==> config.mk <==
export PLATFORM = sky130hd
export DESIGN_NAME = uart_tx_buffered
export DESIGN_NICKNAME = d
export VERILOG_FILES = /design/src/rtl/utx_pkg.sv /design/src/rtl/utx_tick.sv /design/src/rtl/utx_shifter.sv /design/src/rtl/utx_regs.sv /design/src/rtl/uart_tx_buffered.sv
export SDC_FILE = /design/constraint.sdc
export NUM_CORES = 1
export LEC_CHECK = 0
export BUFFER_PORTS_ARGS = -buffer_cell sky130_fd_sc_hd__buf_2
export CAP_MARGIN = 20
export CORE_MARGIN = 10
export CORE_UTILIZATION = 56
export CTS_CLUSTER_DIAMETER = 100
export CTS_CLUSTER_SIZE = 20
export DETAILED_ROUTE_END_ITERATION = 7
export GPL_TIMING_DRIVEN = 0
export PLACE_DENSITY = 0.8
export SYNTH_ARGS = -nofsm -noshare
export SYNTH_HDL_FRONTEND = slang
export SYNTH_HIERARCHICAL = 1
export SYNTH_SLANG_ARGS = --single-unit
==> constraint.sdc <==
create_clock -name clk -period 10.7 [get_ports clk]
set_clock_uncertainty 0.15 [all_clocks]
set_input_delay 2.14 -clock clk [delete_from_list [all_inputs] [get_ports clk]]
set_output_delay 2.14 -clock clk [all_outputs]
set_load 0.02 [all_outputs]
==> src/rtl/utx_pkg.sv <==
package utx_pkg;

    localparam int DATA_W     = 8;
    localparam int FRAME_BITS = DATA_W + 2;
    localparam int CNT_W      = $clog2(FRAME_BITS + 1);
    localparam int ACC_STEP   = 4;

    localparam int CTRL_W        = 3;
    localparam int STAT_W        = 2;
    localparam int STAT_TXC_BIT  = 0;
    localparam int STAT_DRE_BIT  = 1;

    // Only the completion flag is clearable; the buffer-empty bit is state-derived.
    localparam logic [STAT_W-1:0] W1C_MASK = STAT_W'(1 << STAT_TXC_BIT);

    typedef struct packed {
        logic txc_ie;
        logic dre_ie;
        logic en;
    } ctrl_t;

    typedef struct packed {
        logic              valid;
        logic [DATA_W-1:0] data;
    } hold_t;

    typedef enum logic {
        SH_IDLE = 1'b0,
        SH_SEND = 1'b1
    } sh_state_e;

    function automatic logic [FRAME_BITS-1:0] build_frame(input logic [DATA_W-1:0] d);
        return {1'b1, d, 1'b0};
    endfunction

    function automatic ctrl_t decode_ctrl(input logic [CTRL_W-1:0] v);
        return ctrl_t'(v);
    endfunction

endpackage

==> src/rtl/utx_tick.sv <==
module utx_tick
    import utx_pkg::*;
#(
    parameter int BAUD_W = 16
) (
    input  logic              clk,
    input  logic              rst,
    input  logic              run,
    input  logic              restart,
    input  logic [BAUD_W-1:0] baud,
    output logic              tick
);
    localparam int ACC_W = BAUD_W + 1;

    logic [ACC_W-1:0] acc_q;
    logic [ACC_W-1:0] acc_inc;
    logic [ACC_W-1:0] baud_ext;

    assign baud_ext = {1'b0, baud};
    assign acc_inc  = acc_q + ACC_W'(ACC_STEP);
    assign tick     = run && (acc_inc >= baud_ext);

    always_ff @(posedge clk) begin
        if (rst || !run || restart) begin
            acc_q <= '0;
        end else if (tick) begin
            acc_q <= acc_inc - baud_ext;
        end else begin
            acc_q <= acc_inc;
        end
    end
endmodule

==> src/rtl/utx_shifter.sv <==
module utx_shifter
    import utx_pkg::*;
(
    input  logic              clk,
    input  logic              rst,
    input  logic              enable,
    input  logic              load,
    input  logic [DATA_W-1:0] load_data,
    input  logic              tick,
    output logic              busy,
    output logic              line,
    output logic              frame_end
);
    sh_state_e              state_q;
    logic [FRAME_BITS-1:0]  shreg_q;
    logic [CNT_W-1:0]       cnt_q;

    assign busy      = (state_q == SH_SEND);
    assign frame_end = busy && enable && tick && (cnt_q == CNT_W'(FRAME_BITS - 1));
    assign line      = busy ? shreg_q[0] : 1'b1;

    always_ff @(posedge clk) begin
        if (rst || !enable) begin
            state_q <= SH_IDLE;
            shreg_q <= '1;
            cnt_q   <= '0;
        end else if (load) begin
            state_q <= SH_SEND;
            shreg_q <= build_frame(load_data);
            cnt_q   <= '0;
        end else if (frame_end) begin
            state_q <= SH_IDLE;
            shreg_q <= '1;
            cnt_q   <= '0;
        end else if (busy && tick) begin
            shreg_q <= {1'b1, shreg_q[FRAME_BITS-1:1]};
            cnt_q   <= cnt_q + CNT_W'(1);
        end
    end
endmodule

==> src/rtl/utx_regs.sv <==
module utx_regs
    import utx_pkg::*;
(
    input  logic              clk,
    input  logic              rst,
    input  logic              ctrl_wr,
    input  logic [CTRL_W-1:0] ctrl_in,
    input  logic              stat_wr,
    input  logic [STAT_W-1:0] stat_in,
    input  logic              txc_set,
    input  logic              buf_empty,
    output ctrl_t             ctrl,
    output logic              dre_flag,
    output logic              txc_flag,
    output logic              dre_irq,
    output logic              txc_irq
);
    logic [STAT_W-1:0] clr_bits;
    logic              txc_q;

    assign clr_bits = stat_wr ? (stat_in & W1C_MASK) : '0;

    always_ff @(posedge clk) begin
        if (rst) begin
            ctrl <= '0;
        end else if (ctrl_wr) begin
            ctrl <= decode_ctrl(ctrl_in);
        end
    end

    always_ff @(posedge clk) begin
        if (rst) begin
            txc_q <= 1'b0;
        end else if (txc_set) begin
            txc_q <= 1'b1;
        end else if (clr_bits[STAT_TXC_BIT]) begin
            txc_q <= 1'b0;
        end
    end

    assign dre_flag = buf_empty;
    assign txc_flag = txc_q;
    assign dre_irq  = buf_empty & ctrl.dre_ie;
    assign txc_irq  = txc_q & ctrl.txc_ie;
endmodule

==> src/rtl/uart_tx_buffered.sv <==
module uart_tx_buffered
    import utx_pkg::*;
#(
    parameter int          BAUD_W     = 16,
    parameter logic [15:0] BAUD_RESET = 16'd64
) (
    input  logic              clk,
    input  logic              rst,
    input  logic              data_wr,
    input  logic [7:0]        data_in,
    input  logic              ctrl_wr,
    input  logic [2:0]        ctrl_in,
    input  logic              stat_wr,
    input  logic [1:0]        stat_in,
    input  logic              baud_wr,
    input  logic [BAUD_W-1:0] baud_in,
    output logic              tx,
    output logic              tx_oe,
    output logic              dre_flag,
    output logic              txc_flag,
    output logic              dre_irq,
    output logic              txc_irq
);
    ctrl_t             ctrl;
    hold_t             hold_q;
    logic [BAUD_W-1:0] baud_q;
    logic              busy;
    logic              tick;
    logic              frame_end;
    logic              accept;
    logic              load;

    assign accept = data_wr && !hold_q.valid && ctrl.en;
    assign load   = ctrl.en && hold_q.valid && (!busy || frame_end);

    always_ff @(posedge clk) begin
        if (rst || !ctrl.en) begin
            hold_q <= '0;
        end else if (accept) begin
            hold_q.valid <= 1'b1;
            hold_q.data  <= data_in;
        end else if (load) begin
            hold_q.valid <= 1'b0;
        end
    end

    always_ff @(posedge clk) begin
        if (rst) begin
            baud_q <= BAUD_W'(BAUD_RESET);
        end else if (baud_wr) begin
            baud_q <= baud_in;
        end
    end

    utx_tick #(.BAUD_W(BAUD_W)) u_tick (
        .clk     (clk),
        .rst     (rst),
        .run     (busy),
        .restart (load),
        .baud    (baud_q),
        .tick    (tick)
    );

    utx_shifter u_shift (
        .clk       (clk),
        .rst       (rst),
        .enable    (ctrl.en),
        .load      (load),
        .load_data (hold_q.data),
        .tick      (tick),
        .busy      (busy),
        .line      (tx),
        .frame_end (frame_end)
    );

    utx_regs u_regs (
        .clk       (clk),
        .rst       (rst),
        .ctrl_wr   (ctrl_wr),
        .ctrl_in   (ctrl_in),
        .stat_wr   (stat_wr),
        .stat_in   (stat_in),
        .txc_set   (frame_end && !load),
        .buf_empty (!hold_q.valid),
        .ctrl      (ctrl),
        .dre_flag  (dre_flag),
        .txc_flag  (txc_flag),
        .dre_irq   (dre_irq),
        .txc_irq   (txc_irq)
    );

    assign tx_oe = ctrl.en;
endmodule

==> results of run 1 <==
[worst max-delay path, cell delays in order, from the launching register on]
cell and delay (ns):
dfxtp_1 0.38, and3_1 0.20, and3_1 0.20, and2_1 0.21
nand4_1 0.14, xnor2_1 0.19, ha_1 0.29, clkbuf_1 0.32
nand3_1 0.12, a311o_1 0.36, a31oi_2 0.20, buf_6 0.18
buf_6 0.17, buf_6 0.15, nand2_1 0.13, nor2_1 0.19
nor2b_1 0.09, nor2_1 0.12, or3_1 0.11, buf_1 0.43
clkbuf_1 0.54, nor2_1 0.11
[Yosys cell counts, drive strengths merged (2+ instances only)]
master,count,share of area [%]
and3,4,0.69
nor2b,5,0.86
nor3,6,0.96
mux2i,24,6.6
inv,34,3.5
o21bai,2,0.41
xnor2,16,3.8
nor2,51,5.3
nand3b,2,0.41
a31oi,2,0.51
o21a,3,0.62
nand2b,6,1.0
a21oi,36,5.8
a211oi,15,4.6
xor2,13,3.1
nand2,43,4.6
clkbuf,4,0.41
or3,2,0.34
o21ai,12,1.6
ha,19,6.5
o211ai,4,0.82
a21boi,2,0.41
a311o,8,2.2
buf,18,4.0
a21o,3,0.62
nand4,5,0.86
dfxtp,60,33
nand3,17,2.5
and2,6,1.1
[registers in the layout (all words and copies together), names as in the netlist]
register / flops
u_shift/cnt_q: 4
hold_q: 9
u_tick/acc_q: 17
u_regs/txc_flag: 1
baud_q: 16
u_regs/ctrl: 3
u_shift/shreg_q: 9
u_shift/busy: 1
[cell type report]
type / count / area, um^2
fill: 498 / 2240
multi-input combinational: 315 / 2160
sequential: 60 / 1200
timing repair buffer: 38 / 190
buffer: 22 / 161
clock buffer: 11 / 151
inverter: 34 / 128
tap: 77 / 96.3
clock inverter: 4 / 25.0
[how the worst max path moves through the flow]
| stage | cells past startpoint | to | startpoint |
|---|---|---|---|
| detailed placement | 21 | u_tick/acc_q[2] | u_tick/acc_q[4] |
| CTS | 21 | u_tick/acc_q[2] | u_tick/acc_q[4] |
| global placement | 21 | u_tick/acc_q[16] | u_tick/acc_q[4] |
| finish | 21 | u_tick/acc_q[2] | u_tick/acc_q[4] |
| floorplan | 22 | u_tick/acc_q[10] | u_tick/acc_q[4] |
| global route | 22 | u_tick/acc_q[1] | u_tick/acc_q[4] |
[power breakdown]
| group | internal (mW) | switching, mW | leakage, nW |
|---|---|---|---|
| Clock | 0.0944 | 0.0910 | 0.0872 |
| Combinational | 0.0250 | 0.0309 | 1.20 |
| Sequential | 0.228 | 0.00277 | 0.488 |
| Total | 0.348 | 0.125 | 1.78 |
[cell families after synthesis]
family | share of synthesized area [%]
and+or+nand+nor | 19.8
muxes | 6.58
xor gates and xnor gates | 6.96
DFF | 32.9
adders and majority gates | 7.06
AOI/OAI and AO/OA | 18.8
buffers and inverters | 7.92
[layer usage]
layer | up-vias | global-route usage, % | wire length, um
li1 | 1582 | - | -
met1 | 1429 | 18.7 | 3460
met5 | - | 0 | 0
met3 | 14 | 3.02 | 332
met2 | 90 | 28.1 | 4040
met4 | 0 | 7.61 | 147
[stage by stage]
stage	area (um^2)	setup slack (ns)	hold slack (ns)
floorplan	3650	6.43	0.292
global placement	3940	5.67	0.304
detailed placement	3940	5.62	0.311
CTS	4110	5.59	0.320
global route	4110	5.17	0.331
finish	4110	5.57	0.319
==> run_results.csv, run 1 <==
group,metric,value,unit
power_and_ir_drop,power_density,115,mW/mm^2
timing,max_slew_margin,59.4,%
global_route,overflow,0,
min_path,whs_path_depth,2,
worst_setup_path,crit_type,"reg2reg",
global_route,grt_pass1_wl,13600,um
synthesis,synth_edf_count,0,
synthesis,syn-num-nets,486,
min_path,hold_path_class,"reg2reg",
placement,port_buffers,38,
worst_setup_path,worstPathArrival,5.19,ns
worst_setup_path,r2r_start,"u_tick/acc_q[4]",
finish,syn_to_final_growth,12.7,%
job,cap_violations,0,
floorplan,die_x,101,um
clock_network,post-cts-setup-buffers,0,
timing,fin_crit_sh,47.9,%
floorplan,dieArea,0.0101,mm^2
drt,vias_per_cell,5.55,
outcome,status,"finished, final reports clean",
drt,drt-total-wl,7980,um
placement,place_hpwl,6170,um
synthesis,synth_seq_cells,60,
power_and_ir_drop,vdd_drop_max,0.105,mV
min_path,min_from,"hold_q[4]",
synthesis,synthArstFlopShare,0,%
drt,num_vias,3115,
synthesis,yosysUniqueCellTypes,50,
worst_setup_path,rr_worst_depth,21,
floorplan,ios,41,
power_and_ir_drop,leakage,1.78,nW
finish,final_cell_mix,"dfxtp_1 (60), nor2_1 (50), buf_2 (44)",
finish,layout_commonest_cell,"dfxtp_1",
worst_setup_path,reg2reg_setup_slack,5.57,ns
drt,dr.pass1.iters,8,
clock_network,path_clk_slew,0.07,ns
synthesis,seq_area_frac_synth,32.9,%
synthesis,yosysWarnings,6,
synthesis,syn_area,0.00365,mm^2
timing,finalCriticalPeriod,5.13,ns
clock_network,cts_sinks,60,
timing,worst_slew_pin_slew,0.609,ns
floorplan,die_h,101,um
drt,avgRoutedWirePerCell,14.2,um
floorplan,start_util,57.5,%
finish,fin_cells,561,
synthesis,synthCells,431,
finish,insertedDiodeCount,0,
global_route,antenna_found_initial,0,
clock_network,cts.path.max_buffers,2,
global_route,grt_usage,16.2,%
timing,rsz0062_at_grt,"false",
clock_network,htreeDepth,3,
timing,fin_tns_setup,0,ns
timing,final-setup-viol-count,0,
clock_network,cts_made_buffers,9,
timing,fmax,195,MHz
placement,gp_congestion,0.882,
finish,drive_gt1_share,20.0,%
worst_setup_path,cp.required,10.76,ns
drt,ant_nets,0,
finish,fin_nets,535,
timing,hold_violations,0,
floorplan,rows,29,
global_route,grt_max_degree,11,
placement,placed_cells,546,
worst_setup_path,worstSetupStartpointType,"register",
floorplan,core_area,0.00635,mm^2
worst_setup_path,worstSetupEndpointType,"register",
drt,drc,0,
worst_setup_path,worst_r2r_endpoint,"u_tick/acc_q[2]",
worst_setup_path,cp_max_fo,10,
synthesis,synthFlopType,"dfxtp_1",
clock_network,insertion_delay,0.35,ns
clock_network,cts_tree,"yes",
finish,post-route-util,64.8,%
global_route,grt_pass1_vias,3069,
drt,first_iter_violations,72,
clock_network,cts_resized,0,
power_and_ir_drop,design_power_total,472,uW
clock_network,cts_root_buf,"clkbuf_8",
synthesis,avgSynthCellArea,8.47,um^2
timing,drv_slew,0,
min_path,hold_path_end,"hold_q[4]",
clock_network,ctsHoldBuffers,0,
Power figures use the tool's default switching activity.
==> run 2: changes to the inputs <==
--- a/config.mk
+++ b/config.mk
@@ -8,12 +8,12 @@
 export BUFFER_PORTS_ARGS = -buffer_cell sky130_fd_sc_hd__buf_2
 export CAP_MARGIN = 20
 export CORE_MARGIN = 10
-export CORE_UTILIZATION = 56
+export CORE_UTILIZATION = 53
 export CTS_CLUSTER_DIAMETER = 100
 export CTS_CLUSTER_SIZE = 20
 export DETAILED_ROUTE_END_ITERATION = 7
 export GPL_TIMING_DRIVEN = 0
-export PLACE_DENSITY = 0.8
+export PLACE_DENSITY = 0.79
 export SYNTH_ARGS = -nofsm -noshare
 export SYNTH_HDL_FRONTEND = slang
 export SYNTH_HIERARCHICAL = 1
==> constraint.sdc (replaced) <==
create_clock -name clk -period 4.5 [get_ports clk]
set_clock_uncertainty 0.15 [all_clocks]
set_input_delay 0.9 -clock clk [delete_from_list [all_inputs] [get_ports clk]]
set_output_delay 0.9 -clock clk [all_outputs]
set_load 0.02 [all_outputs]
==> run_results.csv, run 2 (synthesized netlist as in run 1, its figures left out) <==
group,metric,value,unit
outcome,status,"finished, final reports clean",
worst_setup_path,reg2reg_setup_slack,0.17,ns
drt,num_vias,3134,
timing,fin_tns_setup,0,ns
finish,fin_nets,538,
clock_network,path_clk_slew,0.06,ns
clock_network,htreeDepth,3,
clock_network,cts_root_buf,"clkbuf_8",
timing,worst_slew_pin_slew,0.359,ns
placement,gp_congestion,0.845,
power_and_ir_drop,leakage,1.87,nW
global_route,grt_pass1_wl,14200,um
global_route,grtUsageMet1,19.1,%
global_route,use_met3,3.28,%
timing,final-setup-viol-count,0,
worst_setup_path,crit_type,"reg2reg",
finish,syn_to_final_growth,18.1,%
finish,top_register,"u_tick/acc_q",
global_route,antenna_found_initial,0,
global_route,met2_usage,29.7,%
min_path,min_from,"hold_q[4]",
finish,fill_cells,550,
finish,largest_reg_flops,17,
timing,hold_violations,0,
global_route,overflow,0,
drt,drc,0,
floorplan,rows,30,
timing,fmax,231,MHz
worst_setup_path,worst_r2r_endpoint,"u_tick/acc_q[0]",
placement,place_hpwl,6230,um
power_and_ir_drop,power_density,276,mW/mm^2
drt,ant_nets,0,
global_route,grt_pass1_vias,3139,
floorplan,die_x,103,um
floorplan,ios,41,
worst_setup_path,rr_worst_depth,20,
worst_setup_path,worstSetupStartpointType,"register",
timing,max_slew_margin,75.7,%
worst_setup_path,worstSetupEndpointType,"register",
finish,insertedDiodeCount,0,
clock_network,cts_sinks,60,
worst_setup_path,cp.required,4.61,ns
floorplan,core_area,0.00676,mm^2
drt,vias_per_cell,5.53,
job,cap_violations,0,
timing,drv_slew,0,
worst_setup_path,worstPathArrival,4.44,ns
floorplan,die_h,103,um
timing,hold_slack,0.318,ns
worst_setup_path,cp_max_fo,10,
global_route,grt_max_degree,11,
clock_network,cts_made_buffers,9,
timing,fin_crit_sh,96.3,%
clock_network,ctsHoldBuffers,0,
clock_network,insertion_delay,0.34,ns
drt,drt-total-wl,8790,um
placement,port_buffers,38,
global_route,busiest_layer,"met2",
drt,avgRoutedWirePerCell,15.5,um
clock_network,cts.path.max_buffers,2,
floorplan,start_util,54.0,%
drt,dr.pass1.iters,4,
clock_network,cts_tree,"yes",
worst_setup_path,r2r_start,"u_tick/acc_q[5]",
power_and_ir_drop,vdd_drop_max,0.236,mV
floorplan,dieArea,0.0106,mm^2
global_route,grt_usage,16.8,%
finish,layout_commonest_cell,"dfxtp_1",
min_path,hold_path_class,"reg2reg",
finish,reg_top3,"u_tick/acc_q x17, baud_q x16",
timing,finalCriticalPeriod,4.33,ns
finish,final_cell_mix,"dfxtp_1 (58), nor2_1 (49), buf_2 (43)",
min_path,hold_path_end,"hold_q[4]",
min_path,whs_path_depth,2,
drt,first_iter_violations,180,
finish,drive_gt1_share,24.4,%
run 2: how the worst max path moves through the flow:
| stage | cells after the start | from | end |
|---|---|---|---|
| after detailed placement | 21 | u_tick/acc_q[4] | u_tick/acc_q[2] |
| after floorplan | 22 | u_tick/acc_q[4] | u_tick/acc_q[10] |
| after CTS | 20 | u_tick/acc_q[4] | u_tick/acc_q[10] |
| final | 20 | u_tick/acc_q[5] | u_tick/acc_q[0] |
| after global routing | 20 | u_tick/acc_q[2] | u_shift/shreg_q[8] |
| after global placement | 21 | u_tick/acc_q[4] | u_tick/acc_q[16] |
run 2: where the power goes:
part	internal (mW)	switching, mW	total (mW)
Combinational	0.0620	0.0787	0.141
Clock	0.299	0.200	0.498
Sequential	0.543	0.00717	0.550
run 2: layout make-up:
class                   count  area [um^2]  share of cell area, %
plain buffers              18          164                   3.80
flip-flops and latches     60         1200                   27.9
clock buffers              14          173                   4.01
inverters                  34          128                   2.96
repair buffers             45          255                   5.92
multi-input cells         315         2260                   52.4
clock inverters             1         30.0                  0.697
well taps                  80          100                   2.32
run 2: critical path: stages (launching register included):
cell and delay [ns]:
dfxtp_2 0.36, and3_4 0.20, and3_4 0.22, and2_4 0.17
nand3_1 0.13, xnor2_2 0.27, ha_4 0.25, a21o_1 0.19
a21o_1 0.22, a211oi_4 0.32, a31oi_4 0.14, buf_6 0.17
buf_6 0.16, buf_6 0.15, nand2_4 0.09, nor2_2 0.05
nor2b_1 0.14, nor2_1 0.08, or3_4 0.45, buf_12 0.16
a211oi_1 0.19
run 2: repair_timing:
item | 4_1_cts | 5_1_grt
pin swaps | 2 | 7
cloned | 0 | 0
endpoints found under the setup margin | 31 | 31
resized for setup | 11 | 17
buffers inserted | 1 | 6
run 2: through the flow:
step | total power, mW | worst slack [ns] | std cells | area, um^2 | util, %
5_1_grt | 1.24 | -0.000648 | 567 | 4310 | 63.8
6_report | 1.19 | 0.167 | 567 | 4310 | 63.8
3_3_place_gp | 0.690 | -0.601 | 549 | 3940 | 58.3
4_1_cts | 1.19 | 0.0280 | 561 | 4180 | 61.9
2_1_floorplan | 0.656 | 0.230 | 431 | 3650 | -
3_5_place_dp | 0.694 | -0.723 | 549 | 3940 | 58.3
run 2: metal layers:
| metal | vias to the layer above | share of wire (%) |
|---|---|---|
| met1 | 1460 | 43 |
| met3 | 17 | 3.3 |
| met2 | 72 | 52 |
| li1 | 1585 | - |
| met4 | 0 | 1.7 |
| met5 | - | 0 |
